[config.mk]
export PLATFORM = sky130hd
export DESIGN_NAME = edge_latch_status
export DESIGN_NICKNAME = d
export VERILOG_FILES = /design/src/rtl/els_pkg.sv /design/src/rtl/els_ctrl.sv /design/src/rtl/els_bank.sv /design/src/rtl/els_datapath.sv /design/src/rtl/edge_latch_status.sv
export SDC_FILE = /design/constraint.sdc
export NUM_CORES = 1
export LEC_CHECK = 0
export ABC_AREA = 0
export CAP_MARGIN = 20
export CORE_MARGIN = 5
export CORE_UTILIZATION = 31
export DETAILED_ROUTE_END_ITERATION = 10
export GPL_TIMING_DRIVEN = 0
export MAX_ROUTING_LAYER = met4
export PLACE_DENSITY = 0.45
export SYNTH_ARGS = -nofsm -noshare
export SYNTH_HDL_FRONTEND = slang
export SYNTH_SLANG_ARGS = --single-unit
[constraint.sdc]
create_clock -name clk -period 4.6 [get_ports clk]
set_input_delay 0.92 -clock clk [delete_from_list [all_inputs] [get_ports clk]]
set_output_delay 0.92 -clock clk [all_outputs]
set_load 0.02 [all_outputs]
[src/rtl/els_pkg.sv]
package els_pkg;

  typedef enum logic [2:0] {
    ADDR_RISE    = 3'd0,
    ADDR_FALL    = 3'd1,
    ADDR_EN_RISE = 3'd2,
    ADDR_EN_FALL = 3'd3,
    ADDR_MODE    = 3'd4,
    ADDR_LEVEL   = 3'd5,
    ADDR_DIV     = 3'd6,
    ADDR_NONE    = 3'd7
  } regAddr_t;

  // strobes from control to datapath
  typedef struct packed {
    logic tick;
    logic relRise;
    logic relFall;
    logic wrEnRise;
    logic wrEnFall;
    logic wrMode;
    logic wrLevel;
  } strobe_t;

endpackage

[src/rtl/els_ctrl.sv]
module els_ctrl
  import els_pkg::*;
#(
  parameter int DIV_W     = 8,
  parameter int DIV_RESET = 3
) (
  input  logic             clk,
  input  logic             rstN,
  input  logic             hostWr,
  input  logic             hostRd,
  input  logic [2:0]       hostAddr,
  input  logic [DIV_W-1:0] divWdata,
  output strobe_t          strb,
  output logic [DIV_W-1:0] divReload
);

  localparam logic [DIV_W-1:0] DIV_INIT = DIV_W'(DIV_RESET);

  logic [DIV_W-1:0] loopCnt;
  regAddr_t         addr;
  logic             wrDiv;

  assign addr  = regAddr_t'(hostAddr);
  assign wrDiv = hostWr && (addr == ADDR_DIV);

  always_comb begin
    strb          = '0;
    strb.tick     = (loopCnt == '0);
    strb.relRise  = hostRd && (addr == ADDR_RISE);
    strb.relFall  = hostRd && (addr == ADDR_FALL);
    strb.wrEnRise = hostWr && (addr == ADDR_EN_RISE);
    strb.wrEnFall = hostWr && (addr == ADDR_EN_FALL);
    strb.wrMode   = hostWr && (addr == ADDR_MODE);
    strb.wrLevel  = hostWr && (addr == ADDR_LEVEL);
  end

  // update loop divider; a divider write restarts the count
  always_ff @(posedge clk) begin
    if (!rstN) begin
      divReload <= DIV_INIT;
      loopCnt   <= DIV_INIT;
    end else if (wrDiv) begin
      divReload <= divWdata;
      loopCnt   <= divWdata;
    end else if (loopCnt == '0) begin
      loopCnt <= divReload;
    end else begin
      loopCnt <= loopCnt - 1'b1;
    end
  end

endmodule

[src/rtl/els_bank.sv]
module els_bank #(
  parameter int NUM_CH = 8
) (
  input  logic              clk,
  input  logic              rstN,
  input  logic              tick,
  input  logic              relReq,
  input  logic [NUM_CH-1:0] edges,
  output logic [NUM_CH-1:0] stat,
  output logic              relPend
);

  logic [NUM_CH-1:0] pend;
  logic [NUM_CH-1:0] merged;
  logic              latched;
  logic              reload;

  // a nonzero register is a frozen register
  assign latched = |stat;
  assign reload  = tick && (!latched || relPend);
  assign merged  = pend | edges;

  always_ff @(posedge clk) begin
    if (!rstN) begin
      stat    <= '0;
      pend    <= '0;
      relPend <= 1'b0;
    end else begin
      if (reload) begin
        stat <= merged;
        pend <= '0;
      end else if (tick) begin
        pend <= merged;
      end
      if (reload)
        relPend <= 1'b0;
      else if (relReq && latched)
        relPend <= 1'b1;
    end
  end

endmodule

[src/rtl/els_datapath.sv]
module els_datapath
  import els_pkg::*;
#(
  parameter int NUM_CH = 8
) (
  input  logic              clk,
  input  logic              rstN,
  input  strobe_t           strb,
  input  logic [NUM_CH-1:0] hostWdata,
  input  logic [NUM_CH-1:0] chanIn,
  output logic [NUM_CH-1:0] riseStat,
  output logic [NUM_CH-1:0] fallStat,
  output logic [NUM_CH-1:0] enRise,
  output logic [NUM_CH-1:0] enFall,
  output logic [NUM_CH-1:0] outMode,
  output logic [NUM_CH-1:0] outLevel,
  output logic [1:0]        relPend,
  output logic              irq
);

  localparam int NUM_BANK = 2;

  logic [NUM_CH-1:0]                 chanLevel;
  logic [NUM_CH-1:0]                 prevLevel;
  logic [NUM_BANK-1:0][NUM_CH-1:0]   edgeVec;
  logic [NUM_BANK-1:0][NUM_CH-1:0]   statVec;
  logic [NUM_BANK-1:0]               relReq;

  assign chanLevel = (outMode & outLevel) | (~outMode & chanIn);

  assign edgeVec[0] = chanLevel & ~prevLevel;
  assign edgeVec[1] = ~chanLevel & prevLevel;
  assign relReq     = {strb.relFall, strb.relRise};

  always_ff @(posedge clk) begin
    if (!rstN) begin
      enRise    <= '0;
      enFall    <= '0;
      outMode   <= '0;
      outLevel  <= '0;
      prevLevel <= chanIn;
    end else begin
      if (strb.wrEnRise) enRise   <= hostWdata;
      if (strb.wrEnFall) enFall   <= hostWdata;
      if (strb.wrMode)   outMode  <= hostWdata;
      if (strb.wrLevel)  outLevel <= hostWdata;
      if (strb.tick)     prevLevel <= chanLevel;
    end
  end

  for (genvar b = 0; b < NUM_BANK; b++) begin : g_bank
    els_bank #(.NUM_CH(NUM_CH)) bank_i (
      .clk     (clk),
      .rstN    (rstN),
      .tick    (strb.tick),
      .relReq  (relReq[b]),
      .edges   (edgeVec[b]),
      .stat    (statVec[b]),
      .relPend (relPend[b])
    );
  end

  assign riseStat = statVec[0];
  assign fallStat = statVec[1];
  assign irq      = |((riseStat & enRise) | (fallStat & enFall));

endmodule

[src/rtl/edge_latch_status.sv]
module edge_latch_status
  import els_pkg::*;
#(
  parameter int NUM_CH    = 8,
  parameter int DIV_W     = 8,
  parameter int DIV_RESET = 3
) (
  input  logic              clk,
  input  logic              rstN,
  input  logic [NUM_CH-1:0] chanIn,
  input  logic              hostWr,
  input  logic              hostRd,
  input  logic [2:0]        hostAddr,
  input  logic [NUM_CH-1:0] hostWdata,
  output logic [NUM_CH-1:0] hostRdata,
  output logic              irq
);

  strobe_t           strb;
  logic [DIV_W-1:0]  divReload;
  logic [NUM_CH-1:0] riseStat;
  logic [NUM_CH-1:0] fallStat;
  logic [NUM_CH-1:0] enRise;
  logic [NUM_CH-1:0] enFall;
  logic [NUM_CH-1:0] outMode;
  logic [NUM_CH-1:0] outLevel;
  logic [1:0]        relPend;

  els_ctrl #(.DIV_W(DIV_W), .DIV_RESET(DIV_RESET)) ctrl_i (
    .clk       (clk),
    .rstN      (rstN),
    .hostWr    (hostWr),
    .hostRd    (hostRd),
    .hostAddr  (hostAddr),
    .divWdata  (hostWdata[DIV_W-1:0]),
    .strb      (strb),
    .divReload (divReload)
  );

  els_datapath #(.NUM_CH(NUM_CH)) dp_i (
    .clk       (clk),
    .rstN      (rstN),
    .strb      (strb),
    .hostWdata (hostWdata),
    .chanIn    (chanIn),
    .riseStat  (riseStat),
    .fallStat  (fallStat),
    .enRise    (enRise),
    .enFall    (enFall),
    .outMode   (outMode),
    .outLevel  (outLevel),
    .relPend   (relPend),
    .irq       (irq)
  );

  always_comb begin
    case (regAddr_t'(hostAddr))
      ADDR_RISE:    hostRdata = riseStat;
      ADDR_FALL:    hostRdata = fallStat;
      ADDR_EN_RISE: hostRdata = enRise;
      ADDR_EN_FALL: hostRdata = enFall;
      ADDR_MODE:    hostRdata = outMode;
      ADDR_LEVEL:   hostRdata = outLevel;
      ADDR_DIV:     hostRdata = NUM_CH'(divReload);
      default:      hostRdata = '0;
    endcase
  end

endmodule


==> flow_metrics.py, run 1 <==
metrics = {
    "final_layout": {
        "mostFrequentLayoutCells": "nand2_1, dfxtp_1, mux2i_1, a21oi_1, a21boi_0",
        "area_growth_pct": 19.45,
        "fillers": 1396,
        "design_area_sq_um": 5195,
        "nNetsFinal": 552,
        "seq_area_sq_um": 1882,
        "final_common_cell": "nand2_1",
        "multi_input_area_sq_um": 2310,
        "drive_gt1_share_pct": 7.692,
        "insertedDiodeCount": 0,
    },
    "floorplanning": {
        "die-width_microns": 128.4,
        "die-area_sq_um": 16500,
        "core_area_sq_um": 13830,
        "initial_utilization_pct": 31.45,
        "rows": 43,
        "io-pin-count": 32,
        "chipHeight_microns": 128.4,
    },
    "placed_design": {
        "numPortBuffers": 29,
        "dpl_cell_area_sq_um": 4865,
        "gp_congestion": 0.9010,
        "place_worst_setup_slack_ns": 0.2470,
        "hpwl_microns": 11040,
    },
    "yosys": {
        "synth_nets": 512,
        "yosysSeqAreaShare_pct": 43.27,
        "ys_seq_elements": 90,
        "synthArstFlopShare_pct": 0,
        "synth.distinct_cells": 56,
        "syn_area_per_cell_sq_um": 8.912,
        "synthesis.area_sq_um": 4349,
        "synthCells": 488,
        "synth_edf_count": 8,
        "yosysTopAreaCellShare_pct": 37.74,
        "synth.area.top_cells": "dfxtp_1, mux2i_1, nand2_1, a21boi_0, edfxtp_1",
        "yosys_warnings": 0,
        "synthFlopType": "dfxtp_1",
        "synth_top_area_cell": "dfxtp_1",
    },
    "pwr": {
        "powerDensity_nw_per_um2": 388.2,
        "leakage_uw": 0.001906,
        "peakVddDrop_v": 0.0001914,
        "p_switching_uw": 534.3,
        "clkPwrFrac_pct": 41.7,
        "sw_frac_of_total_pct": 26.50,
        "p_int_uw": 1482,
        "p_comb_share_pct": 14.9,
        "seq_power_share_pct": 43.4,
    },
    "detailed_routing": {
        "viasPerCell": 5.309,
        "drtAntennaViolNets": 0,
        "first_iter_violations": 257,
        "routed_wl_microns": 14650,
        "wire_per_inst_microns": 20.55,
        "drt_pass1_iterations": 5,
        "drcViolationCount": 0,
        "vias": 3785,
    },
    "cts": {
        "cts_buffers": 9,
        "postCtsHoldBufs": 0,
        "cts_max_level": 3,
        "cts_root_buf": "clkbuf_16",
        "tritoncts": "built",
        "clockBufferDepth": 2,
        "clock_sinks": 90,
        "cts_resized": 0,
        "clk_pin_slew_ns": 0.06,
        "post_cts_buffers": 0,
        "clk_latency_ns": 0.35,
    },
    "sta": {
        "holdWs_ns": 0.4671,
        "setup_violations": 0,
        "fin_skew_ns": 0.006823,
        "finalMaxSlewViolations": 0,
        "fin_crit_sh_pct": 94.84,
        "rsz0062_at_grt": "false",
        "worst_pin_slew_ns": 1.092,
        "finalHoldViolCount": 0,
        "max-slew-margin-rel_pct": 26.65,
        "fmax_mhz": 229.2,
        "worst_slack_ns": 0.2373,
        "period_needed_ns": 4.363,
        "setup_tns_ns": 0,
    },
    "run_status": {
        "status": "completed",
    },
    "grt": {
        "grt_max_degree": 15,
        "grt_first_pass_wirelength_microns": 22420,
        "antenna_found_initial": 0,
        "grt_pass1_vias": 3764,
        "grt_use_total_pct": 18.91,
        "gr-total-overflow": 0,
    },
    "critical_path": {
        "critPathLaunchType": "input port",
        "worstSetupPathType": "input port to output pin",
        "path_max_fanout": 10,
        "slowest_delay_ns": 0.59,
        "worstPathArrival_ns": 3.44,
        "critPathSlowestCell": "clkdlybuf4s50_1",
        "cp-startpoint": "hostAddr[1]",
        "reg2reg_from": "ctrl_i.loopCnt[0]$_SDFF_PN1_",
        "end_kind": "output pin",
        "crit_chain": "clkdlybuf4s50_1, clkbuf_1, buf_1, o21ai_0, a32oi_1, o21ai_0, clkdlybuf4s50_1",
        "cp_data_required_time_ns": 3.68,
    },
    "job": {
        "drv.max_cap_violation_count": 0,
    },
    "hold_path": {
        "hold_class": "flip-flop to flip-flop",
        "hold_path_startpoint": "dp_i.g_bank[1].bank_i.pend[5]$_SDFFE_PP0P_",
    },
}
-- routing by layer --
layer  global-route usage (%)  vias up  part of all wire (%)
li1                         -     1844                     -
met1                    23.95     1812                    46
met2                    29.79      103                    47
met3                    3.611       26                   3.9
met4                    7.428        0                   2.9
met5                        -        -                     0
-- worst max-delay path: cells and delay by family --
| family | cells | cell delay (ns) |
|---|---|---|
| buf+inv | 4 | 2.02 |
| compound gates | 3 | 0.50 |
-- cells in the mapped netlist (2+ instances only) --
| master | number |
|---|---|
| mux2_2 | 5 |
| o311ai_0 | 2 |
| mux2i_1 | 35 |
| buf_4 | 3 |
| a211oi_1 | 2 |
| and3_1 | 3 |
| nor2b_1 | 23 |
| dfxtp_1 | 82 |
| a21oi_1 | 35 |
| o21ai_0 | 20 |
| edfxtp_1 | 8 |
| and4b_1 | 2 |
| mux4_2 | 3 |
| a31oi_1 | 9 |
| o221ai_1 | 3 |
| nor3_1 | 4 |
| nand3_1 | 15 |
| a21o_1 | 2 |
| buf_2 | 6 |
| nor2_1 | 28 |
| nand4_1 | 3 |
| o211a_1 | 8 |
| a21boi_0 | 33 |
| nand2_1 | 84 |
| a22oi_1 | 4 |
| o211ai_1 | 2 |
| clkbuf_1 | 16 |
| a22o_1 | 7 |
| nor4_1 | 6 |
| buf_6 | 2 |
| inv_1 | 5 |
| a221oi_1 | 4 |
-- power by group through the flow --
stage	Clock (uW)	Sequential [uW]	Combinational, uW
finish	841	874	301
global route	896	878	329
CTS	858	873	302
detailed placement	0	890	301
global placement	0	890	297
floorplan	0	874	199
-- cell families (layout without fill, tap and decap cells) --
kind of cell | count (synthesis) | count (layout) | synth area share (%)
DFF | 90 | 90 | 43.27
xor gates and xnor gates | 2 | 2 | 0.4028
muxes | 43 | 43 | 10.90
and+or+nand+nor | 181 | 181 | 20.14
buffers and inverters | 33 | 78 | 3.625
adders and majority gates | 1 | 1 | 0.2876
AOI/OAI and AO/OA | 138 | 138 | 21.38
-- state kept, by name (all words and copies together), names as in the netlist, 8 cells and up --
name,count
dp_i.enFall,8
dp_i.g_bank.bank_i.pend,16
dp_i.outMode,8
dp_i.enRise,8
ctrl_i.divReload,8
dp_i.prevLevel,8
ctrl_i.loopCnt,8
dp_i.g_bank.bank_i.stat,16
dp_i.outLevel,8
-- final timing paths --
path / slack, ns / endpoint / depth (start not counted)
min reg2reg: 0.47 / dp_i.g_bank[1].bank_i.pend[5]$_SDFFE_PP0P_ / 2
max reg2reg: 2.56 / dp_i.prevLevel[5]$_DFFE_PP_ / 5
min: 0.47 / dp_i.g_bank[1].bank_i.pend[5]$_SDFFE_PP0P_ / 2
max: 0.24 / hostRdata[4] / 7
-- layout make-up --
cell class | instances | share of cell area (%)
multi-input combinational | 365 | 44.46
sequential | 90 | 36.22
timing repair buffer | 29 | 5.588
clock buffer | 13 | 4.624
tap | 180 | 4.335
buffer | 28 | 2.673
clock inverter | 3 | 1.734
inverter | 5 | 0.3613
-- stage by stage --
| step | power [uW] | instances | utilization, % |
|---|---|---|---|
| 6_report | 2017 | 713 | 37.57 |
| 5_1_grt | 2103 | 713 | 37.57 |
| 4_1_cts | 2033 | 713 | 37.57 |
| 3_5_place_dp | 1191 | 697 | 35.18 |
| 3_3_place_gp | 1187 | 697 | 35.18 |
| 2_1_floorplan | 1073 | 488 | - |
No activity file was read; power rests on OpenSTA's default activity.
==> run 2: changes to the inputs <==
--- a/config.mk
+++ b/config.mk
@@ -9,10 +9,12 @@
 export CAP_MARGIN = 20
 export CORE_MARGIN = 5
 export CORE_UTILIZATION = 31
+export CTS_CLUSTER_SIZE = 24
 export DETAILED_ROUTE_END_ITERATION = 10
 export GPL_TIMING_DRIVEN = 0
 export MAX_ROUTING_LAYER = met4
 export PLACE_DENSITY = 0.45
+export SKIP_CTS_REPAIR_TIMING = 1
 export SYNTH_ARGS = -nofsm -noshare
 export SYNTH_HDL_FRONTEND = slang
 export SYNTH_SLANG_ARGS = --single-unit
==> results of run 2 <==
Same layout as run 1: the final DEF is identical, and so are final timing and power.
==> run 3: changes to the inputs <==
--- a/config.mk
+++ b/config.mk
@@ -5,14 +5,13 @@
 export SDC_FILE = /design/constraint.sdc
 export NUM_CORES = 1
 export LEC_CHECK = 0
-export ABC_AREA = 0
 export CAP_MARGIN = 20
+export CORE_ASPECT_RATIO = 0.9
 export CORE_MARGIN = 5
 export CORE_UTILIZATION = 31
 export CTS_CLUSTER_SIZE = 24
 export DETAILED_ROUTE_END_ITERATION = 10
 export GPL_TIMING_DRIVEN = 0
-export MAX_ROUTING_LAYER = met4
 export PLACE_DENSITY = 0.45
 export SKIP_CTS_REPAIR_TIMING = 1
 export SYNTH_ARGS = -nofsm -noshare
==> run 3 against run 2 <==
Against the previous run:
- non-clock buffer count unchanged
- clock skew down 0.0015 ns
- hold slack better by 0.00068 ns
- global-route usage down 0.75 points
- sequential cell count unchanged
- cell count up 1.8%
- clock-buffer cell count unchanged
- register-to-register slack better by 0.05 ns
- fmax up 1.1%
- sequential power about the same
- critical path type unchanged
- critical endpoint unchanged
==> flow_metrics.py, run 3 (synthesis results as in run 1) <==
metrics = {
    "sta": {
        "fin_crit_sh_pct": 93.85,
        "period_needed_ns": 4.317,
        "rsz0062_at_grt": "false",
        "finalHoldViolCount": 0,
        "worst_pin_slew_ns": 0.9069,
        "finalMaxSlewViolations": 0,
        "setup_violations": 0,
        "max-slew-margin-rel_pct": 39.08,
        "setup_tns_ns": 0,
        "fmax_mhz": 231.6,
        "fin_skew_ns": 0.005308,
        "holdWs_ns": 0.4678,
    },
    "final_layout": {
        "area_growth_pct": 19.74,
        "drive_gt1_share_pct": 8.630,
        "reg_top3": "dp_i.g_bank.bank_i.pend (16), dp_i.g_bank.bank_i.stat (16)",
        "mostFrequentLayoutCells": "nand2_1, dfxtp_1, mux2i_1, a21oi_1, a21boi_0",
        "nNetsFinal": 552,
        "seq_area_sq_um": 1882,
        "fillers": 1438,
        "insertedDiodeCount": 0,
        "final_common_cell": "nand2_1",
        "multi_input_area_sq_um": 2310,
    },
    "cts": {
        "clockBufferDepth": 2,
        "cts_root_buf": "clkbuf_16",
        "clk_latency_ns": 0.35,
        "tritoncts": "built",
        "clock_sinks": 90,
        "cts_max_level": 3,
        "cts_buffers": 9,
        "clk_pin_slew_ns": 0.06,
    },
    "detailed_routing": {
        "routed_wl_microns": 14550,
        "wire_per_inst_microns": 20.04,
        "first_iter_violations": 261,
        "vias": 3824,
        "viasPerCell": 5.267,
        "drtAntennaViolNets": 0,
        "drcViolationCount": 0,
        "drt_pass1_iterations": 5,
    },
    "pwr": {
        "peakVddDrop_v": 0.0001799,
        "powerDensity_nw_per_um2": 378.3,
        "clkPwrFrac_pct": 40.6,
        "sw_frac_of_total_pct": 27.39,
        "p_switching_uw": 539.6,
        "p_comb_share_pct": 15.1,
        "leakage_uw": 0.001905,
        "seq_power_share_pct": 44.3,
        "p_int_uw": 1431,
    },
    "critical_path": {
        "end_kind": "output pin",
        "ff2ff_setup_slack_ns": 2.61,
        "path_max_fanout": 10,
        "cp_data_required_time_ns": 3.68,
        "reg2reg_from": "ctrl_i.loopCnt[0]$_SDFF_PN1_",
        "worstSetupPathType": "input port to output pin",
        "worstPathArrival_ns": 3.40,
        "critPathLaunchType": "input port",
        "cp-startpoint": "hostAddr[1]",
    },
    "grt": {
        "grt_max_degree": 15,
        "grt_use_total_pct": 18.16,
        "grt_first_pass_wirelength_microns": 22200,
        "grt_pass1_vias": 3620,
        "gr-total-overflow": 0,
        "antenna_found_initial": 0,
    },
    "floorplanning": {
        "initial_utilization_pct": 31.28,
        "rows": 41,
        "die-width_microns": 134.9,
        "core_area_sq_um": 13900,
        "die-area_sq_um": 16500,
        "io-pin-count": 32,
        "chipHeight_microns": 122.4,
    },
    "hold_path": {
        "hold_path_startpoint": "dp_i.g_bank[1].bank_i.pend[4]$_SDFFE_PP0P_",
        "hold_class": "flip-flop to flip-flop",
    },
    "placed_design": {
        "numPortBuffers": 29,
        "hpwl_microns": 11210,
        "gp_congestion": 0.8572,
    },
    "run_status": {
        "status": "completed",
    },
    "job": {
        "drv.max_cap_violation_count": 0,
    },
}
-- run 3: cell count changes in the layout (fill, tap and decap cells not counted) --
| cell | before | now |
|---|---|---|
| buf_1 | 1 | 0 |
| bufinv_16 | 3 | 1 |
| clkbuf_1 | 20 | 16 |
| clkbuf_2 | 0 | 1 |
| clkbuf_8 | 0 | 4 |
| clkinvlp_4 | 0 | 2 |
-- run 3: power by group through the flow --
stage	registers (uW)	logic, uW	clock network [uW]
detailed placement	889	297	0
global placement	888	298	0
floorplan	874	199	0
finish	872	298	800
global route	876	327	849
CTS	871	299	819
-- run 3: path summary, 6_finish.rpt --
check	endpoint	depth (start not counted)
min reg2reg	dp_i.g_bank[1].bank_i.pend[4]$_SDFFE_PP0P_	2
max	hostRdata[4]	7
max reg2reg	dp_i.prevLevel[1]$_DFFE_PP_	5
min	dp_i.g_bank[1].bank_i.pend[4]$_SDFFE_PP0P_	2
-- run 3: metal layers --
layer | GRT usage [%] | part of all wire (%) | vias to the layer above
met3 | 4.959 | 6.6 | 6
met5 | 0 | 0 | -
met4 | 2.863 | 0.60 | 0
met2 | 26.66 | 42 | 116
li1 | - | - | 1840
met1 | 27.01 | 50 | 1862
-- run 3: final cells by class --
| cell class | count | share of cell area (%) |
|---|---|---|
| multi-input cells | 365 | 44.35 |
| well taps | 193 | 4.637 |
| clock buffers | 13 | 5.382 |
| clock inverters | 3 | 0.8650 |
| flip-flops and latches | 90 | 36.14 |
| plain buffers | 28 | 2.691 |
| inverters | 5 | 0.3604 |
| repair buffers | 29 | 5.574 |
-- run 3: worst max-delay path: stages --
cell and delay, ns:
clkdlybuf4s50_1 0.57, clkbuf_1 0.40, clkbuf_2 0.36, o21ai_0 0.23
a32oi_1 0.17, o21ai_0 0.15, clkdlybuf4s50_1 0.59
-- run 3: per-stage QoR --
step / power [uW] / instance area (sq um) / worst slack (ns) / utilization, % / std cells
finish: 1970 / 5207 / 0.2830 / 37.46 / 726
global route: 2052 / 5207 / 0.1240 / 37.46 / 726
CTS: 1988 / 5206 / 0.1370 / 37.45 / 726
detailed placement: 1186 / 4881 / 0.1568 / 35.11 / 710
global placement: 1186 / 4881 / 0.08784 / 35.11 / 710
floorplan: 1073 / 4349 / 1.497 / - / 488
